File: src/rtl/uart_dma_mdm_glue.sv
module uart_dma_mdm_glue #(
  parameter int DEPTH = 32,
  localparam int CNT_W = $clog2(DEPTH + 1)
) (
  input  logic             clk,
  input  logic             rst,
  input  logic             dma_mode,
  input  logic [CNT_W-1:0] rx_count,
  input  logic [CNT_W-1:0] rx_trig,
  input  logic [CNT_W-1:0] tx_count,
  input  logic             mcr_rts,
  input  logic             mcr_out2,
  input  logic             mcr_loop,
  input  logic             irq_src,
  input  logic             ring_in,
  input  logic             msr_read,
  input  logic             tx_ser,
  input  logic             rx_pin,
  output logic             rxrdy_n,
  output logic             txrdy_n,
  output logic             rts_n,
  output logic             op2_o,
  output logic             irq_o,
  output logic             irq_oe,
  output logic             ring_flag,
  output logic             tx_pin,
  output logic             rx_ser
);

  localparam logic [CNT_W-1:0] FULL = CNT_W'(DEPTH);

  logic rx_has, rx_hit, tx_free, tx_empty;
  logic rx_go, tx_go;
  logic ri_s1, ri_s2, ri_d, ri_rise;
  logic out2_q, irq_q;

  assign rx_has   = rx_count != '0;
  assign rx_hit   = rx_has && (rx_count >= rx_trig);
  assign tx_empty = tx_count == '0;
  assign tx_free  = tx_count < FULL;
  assign rx_go    = dma_mode ? rx_hit  : rx_has;
  assign tx_go    = dma_mode ? tx_free : tx_empty;

  always_ff @(posedge clk) begin
    if (rst) begin
      rxrdy_n <= 1'b1;
      txrdy_n <= 1'b1;
      rts_n   <= 1'b1;
      out2_q  <= 1'b0;
      irq_q   <= 1'b0;
    end else begin
      rxrdy_n <= ~rx_go;
      txrdy_n <= ~tx_go;
      rts_n   <= ~mcr_rts;
      out2_q  <= mcr_out2;
      irq_q   <= irq_src;
    end
  end

  assign irq_oe = out2_q;
  assign op2_o  = ~out2_q;
  assign irq_o  = irq_q;

  assign ri_rise = ri_s2 & ~ri_d;

  always_ff @(posedge clk) begin
    if (rst) begin
      ri_s1     <= 1'b1;
      ri_s2     <= 1'b1;
      ri_d      <= 1'b1;
      ring_flag <= 1'b0;
    end else begin
      ri_s1 <= ring_in;
      ri_s2 <= ri_s1;
      ri_d  <= ri_s2;
      if (ri_rise)       ring_flag <= 1'b1;
      else if (msr_read) ring_flag <= 1'b0;
    end
  end

  assign tx_pin = rst | mcr_loop | tx_ser;
  assign rx_ser = rst | (mcr_loop ? tx_ser : rx_pin);

endmodule

File: config.mk
export PLATFORM = sky130hd
export DESIGN_NAME = uart_dma_mdm_glue
export DESIGN_NICKNAME = d
export VERILOG_FILES = /design/src/rtl/uart_dma_mdm_glue.sv
export SDC_FILE = /design/constraint.sdc
export NUM_CORES = 1
export LEC_CHECK = 0
export BUFFER_PORTS_ARGS = -buffer_cell sky130_fd_sc_hd__buf_2
export CAP_MARGIN = 20
export CORE_AREA = 2 2 39 41
export DETAILED_ROUTE_END_ITERATION = 12
export DIE_AREA = 0 0 41 43
export PLACE_DENSITY = 0.77
export SETUP_SLACK_MARGIN = 0.02
export SLEW_MARGIN = 20
export SYNTH_ARGS = -nofsm -noshare
export SYNTH_HDL_FRONTEND = slang
export SYNTH_SLANG_ARGS = --single-unit
File: constraint.sdc
create_clock -name clk -period 1.25 [get_ports clk]
set_clock_uncertainty 0.05 [all_clocks]
set_input_delay 0.0625 -clock clk [delete_from_list [all_inputs] [get_ports clk]]
set_output_delay 0.0625 -clock clk [all_outputs]
set_load 0.005 [all_outputs]
==> impl_summary.md, run 1 <==
Status
The run finished with clean final reports.

STA
Setup repair after global routing left no endpoint under its margin. Timing would allow up to 1.13 GHz. In this run the tightest slew margin relative to its limit is 84.4%. The number of hold violations in the final report is 0. The worst hold slack is between 0.015 and 0.02 ns. For the pin with the worst max-slew slack, the measured transition is 0.231 ns. The worst path setup slack after routing is 0.361 ns. The setup-violating endpoint count in the final report is 0. The final critical path takes up around 71% of the cycle. After layout, the minimum clock period comes to between 0.8 and 0.9 ns.

The max-slew violation total from the final report is 0. For the final routed database, the setup TNS stands at 0 ns.

CTS
Once the clock tree was built, the resizer swapped 0 gates to a different size. The count of H-tree levels built during CTS is 1. The clock net in this run drives a total of 9 sinks. The number of buffers on the longest clock path is 2. The TritonCTS clock tree is yes.

The number of setup buffers added after CTS is 0. The number of CTS-inserted buffers is 3. The clock tree root driver cell is sky130_fd_sc_hd__clkbuf_4. The later pin in the worst-skew pair is clocked with a latency of 0.25 ns. After clock tree synthesis, the clock-pin slew on the worst setup and hold paths is 0.06 ns.

Worst setup path
The critical path is of the input port to register type. The slowest stage of the critical path belongs to the cell sky130_fd_sc_hd__dlygate4sd3_1. The data required time at the worst endpoint is 1.34 ns. Walking the worst path, the cells encountered are dlygate4sd3_1 -> buf_2 -> or2_2. STA puts the critical path data arrival time at 0.98 ns. In this run the worst path has a maximum fanout of 1.

The largest single stage delay on the critical path is 0.54 ns. The flop-to-flop setup slack is approximately 0.52 ns. STA classifies the critical path endpoint as a register. The worst setup path is launched from an input port.

Cells and area
Fill cells in the final layout number 136. The number of nets in the final layout is 133. The area growth from synthesis to layout is 64.4%.

The area occupied by multi-input gates is approximately 230 sq um. The most common library cell in the layout ignoring fill and taps is sky130_fd_sc_hd__buf_2. Of the cells placed in the final design, the portion with a size suffix greater than 1 is 44.3%. Across the whole layout, storage elements account for roughly 180 sq um. The library cells used most frequently in the layout, excluding fill and tap cells, are sky130_fd_sc_hd__buf_2 (37), sky130_fd_sc_hd__dfxtp_1 (9), sky130_fd_sc_hd__inv_1 (8). The number of inserted diodes is 0.

Pwr
The power density over the cells is approximately 900 nW/um^2. The total power of the final layout is 655 uW. In this run the static leakage power is 0.000390 uW. VDD sags by at most around 0.30 mV.

Drt
The detailed-route vias per instance is 4.49. In this run, the number of DRC markers left after iteration 0 of detailed routing was 6. The total length of routed wires is 1.01 mm. Once detail routing completed, the nets flagged for antenna violations numbered 0. For this run, the detailed router's first-pass iteration total came to 4. The routed wirelength normalized by instance count is 8.92 microns.

The number of vias after detailed routing is a little over 500. The number of design rule violations left after detail routing is 0.

Synthesis
Counting flops and latches in the post-synthesis netlist gives 9. During synthesis, Yosys emitted a total of 0 warnings. The number of enable-type register cells in the synthesized netlist is 0.

After synthesis, the mean cell area works out to 8.76 sq um. The gate count after technology mapping is 51. The share of the yosys chip area belonging to registers is around two fifths.

The combined area of all synthesized cells is 447 sq um. For this run, asynchronously set or reset flops after synthesis account for 0%. The number of different library cells in the post-synthesis netlist is 18. Counting every net in the synthesized netlist gives 86.

In the synthesized netlist the dominant register cell turns out to be sky130_fd_sc_hd__dfxtp_1.

Floorplan
The placeable core region is about 1400 sq um. The starting density of the core is 32.3%. The initialized floorplan defines 14 standard-cell rows. 38 I/O pins were placed. In this run the vertical extent of the chip is 43 microns. The die extent in x is a little over 40 microns. The die footprint is 1760 sq um.

Global routing
The first-pass GRT wire length is 1.54 mm. Entering global routing, the biggest net connects 12 pins. Across every metal layer, demand over resource in global routing totals 13.0%. The number of antenna violations at the first check in global routing came to 0. The total overflow left after global routing is 0. The number of global-route vias before repair is 449.

Placement
After legalization and detailed placement, the total HPWL measured between 800 and 900 microns. At the end of routability-driven placement, the weighted congestion stood at 0.642. The worst setup timing slack at the placement stage is 0.168 ns. The quantity of I/O buffers inserted on ports is 37.

Worst hold path
In this run the worst hold path is classified as input port to register.

Flow run
The tool flagged a number of max-cap violations equal to 0.
## worst max-delay path: cells and delay by family
family        cells  cell delay [ns]
simple gates      1             0.26
buf+inv           2             0.66
## cells by family (layout without fill, tap and decap cells)
group,Yosys count,count (layout),synth area share (%)
AO/OA/AOI/OAI,8,8,11.2
flip-flops,9,9,40.3
adder cells (fa/ha/maj),6,6,16.8
buffers and inverters,9,55,7.56
AND/OR/NAND/NOR,19,19,24.1
## synthesized netlist by cell type, types with 2 or more instances
cell | instances | share of area [%]
sky130_fd_sc_hd__nand2_1 | 3 | 2.5
sky130_fd_sc_hd__ha_1 | 6 | 17
sky130_fd_sc_hd__a21oi_1 | 4 | 4.5
sky130_fd_sc_hd__inv_1 | 8 | 6.7
sky130_fd_sc_hd__or2_2 | 3 | 4.2
sky130_fd_sc_hd__nor2_1 | 2 | 1.7
sky130_fd_sc_hd__nor2b_1 | 3 | 4.2
sky130_fd_sc_hd__dfxtp_1 | 9 | 40
sky130_fd_sc_hd__nand2b_1 | 4 | 5.6
## per-stage QoR
| stage | instance area (sq um) | std cells | utilization [%] |
|---|---|---|---|
| after floorplan | 447 | 51 | - |
| after global placement | 648 | 103 | 46.8 |
| after detailed placement | 648 | 103 | 46.8 |
| after CTS | 734 | 113 | 53.1 |
| after global routing | 734 | 113 | 53.1 |
| final | 734 | 113 | 53.1 |
## sequential cells by signal, indices dropped and copies added, names as in the netlist
name / flops
rxrdy_n: 1
irq_oe: 1
ri_s2: 1
ri_d: 1
rts_n: 1
ri_s1: 1
irq_o: 1
ring_flag: 1
txrdy_n: 1
## layer usage
metal	vias up	routed length, microns	global-route usage, %
li1	261	-	-
met1	220	376	11.3
met2	26	524	22.8
met3	0	107	6.81
met4	0	0	5.33
met5	-	0	0
## final timing paths
check	end	cells past startpoint	start
hold reg to reg	ri_s2	1	ri_s1
setup reg to reg	ri_d	1	ri_s2
hold / removal	ring_flag	3	msr_read
setup / recovery	ri_s1	3	ring_in
## repair_timing
action | 4_1_cts | 5_1_grt
hold buffers | 6 | 0
setup endpoints to repair | 0 | 0
hold endpoints to repair | 5 | 0
## power by group
group / switching [uW] / internal (uW) / total [uW]
sequential: 3.53 / 301 / 304
combinational: 54.1 / 82.4 / 137
clock: 91.9 / 122 / 214
total: 150 / 506 / 655
## cell type report
| class | instances | share of cell area [%] |
|---|---|---|
| repair buffers | 43 | 33.4 |
| multi-input cells | 33 | 31.7 |
| flip-flops and latches | 9 | 24.5 |
| inverters | 8 | 4.09 |
| clock buffers | 4 | 3.58 |
| well taps | 16 | 2.73 |
Note: power is estimated with default switching activity, not from simulation.
==> run 2: changes to the inputs <==
==> constraint.sdc (replaced) <==
create_clock -name clk -period 0.92 [get_ports clk]
set_clock_uncertainty 0.05 [all_clocks]
set_input_delay 0.046 -clock clk [delete_from_list [all_inputs] [get_ports clk]]
set_output_delay 0.046 -clock clk [all_outputs]
set_load 0.005 [all_outputs]
==> run 2 against run 1 <==
  * Clock-buffer cell count did not move
  * Global-route usage is 0.20 points higher
  * Via count unchanged
  * Clock power increased by 38%
  * Sequential cell count did not move
  * Critical endpoint unchanged
==> impl_summary.md, run 2 (same netlist as run 1, synthesis figures left out) <==
Status
The flow ran to the end, and the final reports show no timing, DRC or antenna violations.

Worst setup path
The highest fanout seen on the critical path is 1 (unchanged). The data required time at the worst endpoint is 1.01 ns (-0.33 ns). The sort of element at the end of the critical path is a register. STA classifies the critical path startpoint as an input port. The delay of the slowest cell on the worst path is 0.54 ns (about the same). The cell depth of the worst flop-to-flop path is 1 (unchanged). The cell with the largest stage delay on the worst path is sky130_fd_sc_hd__dlygate4sd3_1. The critical path goes through dlygate4sd3_1 -> buf_2 -> or2_2. The flop-to-flop setup slack is 0.19 ns (-0.33 ns).

The critical path class is input port to register. The arrival time of the worst setup path is 0.96 ns (-0.02 ns).

Pwr
The power density over the cells was 1200 nW/um^2 (+35%). The static leakage is 0.000395 uW (+1.2%). The total power of the final layout is 902 uW (+38%). The worst IR drop on VDD is 0.413 mV (+36%).

Floorplan
The die footprint is 1760 sq um (unchanged). The placeable core region is 1380 sq um (unchanged). The starting density of the core is 32.3% (unchanged). The die extent in x was 41 microns (unchanged). The height of the die is 43 microns (unchanged). The number of cell rows is 14 (unchanged). The top-level I/O count is 38 (unchanged).

Global routing
The number of antenna violations at the first check in global routing is 0 (unchanged). The number of global-route vias before repair is 449 (unchanged). The global-route usage over all layers was 13.2% (+0.20 points). The pin count of the biggest net entering global routing is 12 (unchanged). The remaining global-route overflow was 0 (unchanged).

The first-pass GRT wire length came to 1.55 mm (+0.91%).

Cells and area
The most common library cell in the layout ignoring fill and taps is sky130_fd_sc_hd__buf_2. The final-layout fill cell count is 135 (-0.74%). The number of nets in the final layout came to 134 (+0.75%). The area taken by flip-flops and latches was 181 sq um (+0.69%). Relative to the synthesized area, the layout overhead comes to 67.8%. The final core utilization is 54.2% (+1.1 points). The area occupied by multi-input gates is 236 sq um (+1.6%). The fraction of layout cells with a size suffix above 1 is 45.9% (+1.6 points).

The number of inserted diodes is 0 (unchanged). In the layout the commonest cells are sky130_fd_sc_hd__buf_2 (37), sky130_fd_sc_hd__inv_1 (8), sky130_fd_sc_hd__dfxtp_1 (8). The post-route cell area is 749 sq um (+2.0%).

Drt
The antenna violation net count after detailed routing was 0 (unchanged). The number of iterations in the first detailed-routing pass was 4 (unchanged). The routed wirelength normalized by instance count is 9.08 microns (+1.8%). The total length of routed wires is 1.04 mm (+2.7%). The initial DRC count is 5 (-1).

The detailed-route vias per instance is 4.45 (-0.88%). The number of design rule violations left after detail routing is 0 (unchanged). The number of vias after detailed routing is 507 (unchanged).

Placement
The global placement routability congestion is 0.642 (unchanged). The worst setup timing slack at the placement stage is -0.145 ns (-0.314 ns). The half-perimeter wire length after placement is 834 microns (unchanged). The quantity of I/O buffers inserted on ports is 37 (unchanged). The placement-stage cell area is 648 sq um (unchanged).

CTS
The number of buffers on the longest clock path was 2 (unchanged). The number of clock sinks is 9 (unchanged). TritonCTS built the clock tree. The later-pin clock latency in the skew report is 0.25 ns (about the same). The cell sitting at the root of the clock tree is a sky130_fd_sc_hd__clkbuf_4. The number of CTS-inserted buffers was 3 (unchanged). The count of H-tree levels built during CTS is 1 (unchanged). The clock slew seen by the registers of the worst setup and hold paths was 0.06 ns (about the same). The number of setup buffers added after CTS is 0 (unchanged).

STA
The part of the cycle the worst path needs is a little over nine tenths. Counting I/O delays and the setup requirement, the final critical path takes 0.872 ns. The worst path setup slack after routing is 0.0485 ns (-0.313 ns). The number of hold violations in the final report came to 0 (unchanged). The setup-violating endpoint count in the final report was 0 (unchanged). Based on the critical path, the design can be clocked at up to approximately 1.1 GHz. The max-slew violation total from the final report came to 0 (unchanged). The relative slew slack is 84.4% (about the same).

Setup repair after global routing left no endpoint under its margin. The slew at the pin with the worst max-slew slack is 0.231 ns (-0.000227 ns).

Flow run
The number of max-cap violations came to 0 (unchanged).

Worst hold path
The tightest min-delay check is of the input port to register type. The depth of the worst hold-timing path is 4 (+1).
[run 2: layout make-up]
class | instances | area share [%]
Timing Repair Buffer | 44 | 34.1
Clock buffer | 4 | 3.51
Multi-Input combinational cell | 33 | 31.6
Tap cell | 16 | 2.67
Sequential cell | 9 | 24.2
Inverter | 8 | 4.01
[run 2: worst max-delay path: cells and delay by family]
kind | cells | cell delay, ns
buffers and inverters | 2 | 0.66
and+or+nand+nor | 1 | 0.26
[run 2: final timing paths]
kind / to / start
worst min register to register: ri_s2 / ri_s1
worst min-delay path: txrdy_n / dma_mode
worst max-delay path: ri_s1 / ring_in
worst max register to register: ri_d / ri_s2
[run 2: metal layers]
| metal | GRT usage, % | share of wire [%] |
|---|---|---|
| met1 | 11.3 | 37 |
| met3 | 6.81 | 11 |
| met4 | 5.33 | 0 |
| met5 | 0 | 0 |
| met2 | 23.4 | 51 |
[run 2: timing repair]
item                       4_1_cts  5_1_grt
hold endpoints to repair         6        0
setup endpoints to repair        0        2
hold buffers                     7        0
gates resized for setup          0        2
[run 2: metrics by stage]
stage          instances  hold slack (ns)  TNS [ns]
6_report             114          0.00733         0
3_3_place_gp         103            0.170    -0.187
2_1_floorplan         51           0.0697         0
3_5_place_dp         103            0.175    -0.217
4_1_cts              114          0.00629         0
5_1_grt              114           0.0187         0
[run 2: where the power goes]
group	internal [uW]	switching [uW]
clock network	167	130
logic	116	75.0
registers	409	4.92
total	692	210
==> run 3: changes to the inputs <==
--- a/config.mk
+++ b/config.mk
@@ -10,7 +10,9 @@
 export CORE_AREA = 2 2 39 41
 export DETAILED_ROUTE_END_ITERATION = 12
 export DIE_AREA = 0 0 41 43
+export MAX_ROUTING_LAYER = met4
 export PLACE_DENSITY = 0.77
+export REMOVE_ABC_BUFFERS = 1
 export SETUP_SLACK_MARGIN = 0.02
 export SLEW_MARGIN = 20
 export SYNTH_ARGS = -nofsm -noshare
==> run 3 against run 2 <==
  * Register-to-register slack barely moved
  * First-iteration DRC count is 60% lower
  * Critical path depth unchanged
  * Sequential share of layout area barely moved
  * Clock-buffer cell count unchanged
  * Worst hold slack improved by 0.0029 ns
  * Highest routed layer unchanged
==> impl_summary.md, run 3 (same netlist as run 1, synthesis figures left out) <==
Status
The flow ran to the end, and the final reports show no timing, DRC or antenna violations.

Placement
The global placement routability congestion is 0.733 (+14%). The half-perimeter wire length after placement was 818 microns (-2.0%). The total placed cells including tap cells came to 103 (unchanged). The quantity of I/O buffers inserted on ports was 37 (unchanged).

Pwr
The switching power as a share of total power is 23.0% (-0.25 points). The clock group share of total power was 33.0% (about the same). The share of power burned in combinational logic is 20.9% (-0.3 points). The power spent charging and discharging nets is 206 uW (-1.7%). The internal portion of total power is 690 uW (-0.31%). The static leakage is 0.000394 uW (-0.16%). The power density over the cells is 1200 nW/um^2 (about the same). The worst IR drop on VDD is 0.419 mV (+1.4%). The sequential share of power is 46.1% (+0.2 points).

CTS
The later-pin clock latency in the skew report is 0.25 ns (about the same). The clock slew seen by the registers of the worst setup and hold paths was 0.06 ns (about the same). The tree is rooted in a sky130_fd_sc_hd__clkbuf_4.

The number of buffers on the longest clock path is 2 (unchanged). The count of H-tree levels built during CTS came to 1 (unchanged). The number of CTS-inserted buffers came to 3 (unchanged).

The number of clock sinks is 9 (unchanged). The TritonCTS clock tree is yes. The number of setup buffers added after CTS came to 0 (unchanged).

Floorplan
The height of the die is 43 microns (unchanged). The die extent in x was 41 microns (unchanged). The top-level I/O count was 38 (unchanged). The die footprint is 1760 sq um (unchanged). The starting density of the core is 32.3% (unchanged). The placeable core region is 1380 sq um (unchanged).

The number of cell rows is 14 (unchanged).

Drt
The number of vias after detailed routing was 493 (-2.8%). The initial DRC count is 2 (-3). The antenna violation net count after detailed routing came to 0 (unchanged). The total length of routed wires came to 1.02 mm (-1.3%). The routed wirelength normalized by instance count is 8.96 microns (-1.3%).

The number of design rule violations left after detail routing is 0 (unchanged). The detailed-route vias per instance is 4.32 (-2.8%). The number of iterations in the first detailed-routing pass is 4 (unchanged).

Cells and area
The fraction of layout cells with a size suffix above 1 was 43.9% (-2.0 points). The final core utilization is 53.8% (-0.36 points). The top cell types in the final layout, fill and taps aside, are sky130_fd_sc_hd__buf_2 (37), sky130_fd_sc_hd__dfxtp_1 (9), sky130_fd_sc_hd__inv_1 (8). Leaving out fill and tap cells, the most frequent cell in the layout is sky130_fd_sc_hd__buf_2.

Relative to the synthesized area, the layout overhead comes to 66.7%. The final instance count without filler cells came to 114 (unchanged). The final-layout fill cell count is 142 (+5.2%). The number of inserted diodes was 0 (unchanged). The number of nets in the final layout was 134 (unchanged).

STA
The relative slew slack is 83.0% (-1.4 points). The part of the cycle the worst path needs is 92.3% (-2.4 points). Setup repair after global routing left no endpoint under its margin.

The max-slew violation total from the final report is 0 (unchanged). The setup TNS is 0 ns (unchanged). The setup-violating endpoint count in the final report is 0 (unchanged).

The clock period minus final worst setup slack was 0.849 ns (-0.0225 ns). The highest clock rate is 1.18 GHz (+2.7%). The slew at the pin with the worst max-slew slack is 0.253 ns (+0.0215 ns).

The number of hold violations in the final report is 0 (unchanged).

Worst setup path
The sort of element at the end of the critical path is a register. The flop-to-flop setup slack is 0.19 ns (about the same). The data required time at the worst endpoint was 1.01 ns (about the same). The arrival time of the worst setup path is 0.94 ns (-0.02 ns). The origin of the worst setup path is ring_in. The highest fanout seen on the critical path came to 1 (unchanged). The worst setup path is launched from an input port.

The setup path with the least slack is of type input port to register. The startpoint of the worst register-to-register path is ri_s2.

Global routing
The first-pass GRT wire length is 1.49 mm (-4.0%). The pin count of the biggest net entering global routing is 12 (unchanged). The number of antenna violations at the first check in global routing is 0 (unchanged). The global-route usage over all layers is 13.1% (-0.060 points). The remaining global-route overflow is 0 (unchanged). The number of global-route vias before repair is 418 (-6.9%).

Flow run
The number of max-cap violations is 0 (unchanged).

Worst hold path
The startpoint identified for the worst hold timing path is dma_mode. In this run the worst hold path is classified as input port to register.
-- run 3: path summary, 6_finish.rpt --
| path | to | cells past startpoint |
|---|---|---|
| worst min register to register | ri_s2 | 1 |
| worst max-delay path | ri_s1 | 3 |
| worst min-delay path | txrdy_n | 4 |
| worst max register to register | ri_d | 1 |
-- run 3: repair_timing --
| action | in CTS | in global routing |
|---|---|---|
| setup endpoints to repair | 0 | 0 |
| hold buffers | 7 | 0 |
| gates resized for setup | 0 | 0 |
| hold endpoints to repair | 6 | 0 |
-- run 3: critical path: stages --
cell and delay [ns]:
sky130_fd_sc_hd__dlygate4sd3_1 0.53, sky130_fd_sc_hd__buf_2 0.11, sky130_fd_sc_hd__or2_2 0.25
-- run 3: final cells by class --
cell class                      count  area, sq um  share of cell area (%)
Timing Repair Buffer               44          255                    34.3
Multi-Input combinational cell     33          233                    31.3
Sequential cell                     9          180                    24.2
Inverter                            8         30.0                    4.03
Clock buffer                        4         26.3                    3.53
Tap cell                           16         20.0                    2.69
-- run 3: layer usage --
metal | track usage (%) | up-vias | wire (microns)
met5 | - | - | 0
met4 | 9.33 | 0 | 0
met1 | 12.3 | 201 | 404
met3 | 4.71 | 0 | 139
li1 | - | 262 | -
met2 | 20.6 | 30 | 478
-- run 3: power groups by stage --
stage	Clock (uW)	Combinational, uW	Sequential, uW
6_report	295	187	413
5_1_grt	344	217	415
3_5_place_dp	0	167	422
3_3_place_gp	0	161	422
4_1_cts	313	190	414
2_1_floorplan	0	67.2	424
-- run 3: per-stage QoR --
step	total power [uW]	cell area [sq um]	hold slack [ns]	setup WS [ns]
after floorplan	492	443	0.0651	0.0418
after global placement	583	648	0.165	-0.121
after detailed placement	589	648	0.172	-0.124
after CTS	917	744	0.00575	0.0752
after global routing	977	744	0.0186	0.0268
final	896	744	0.0102	0.0710
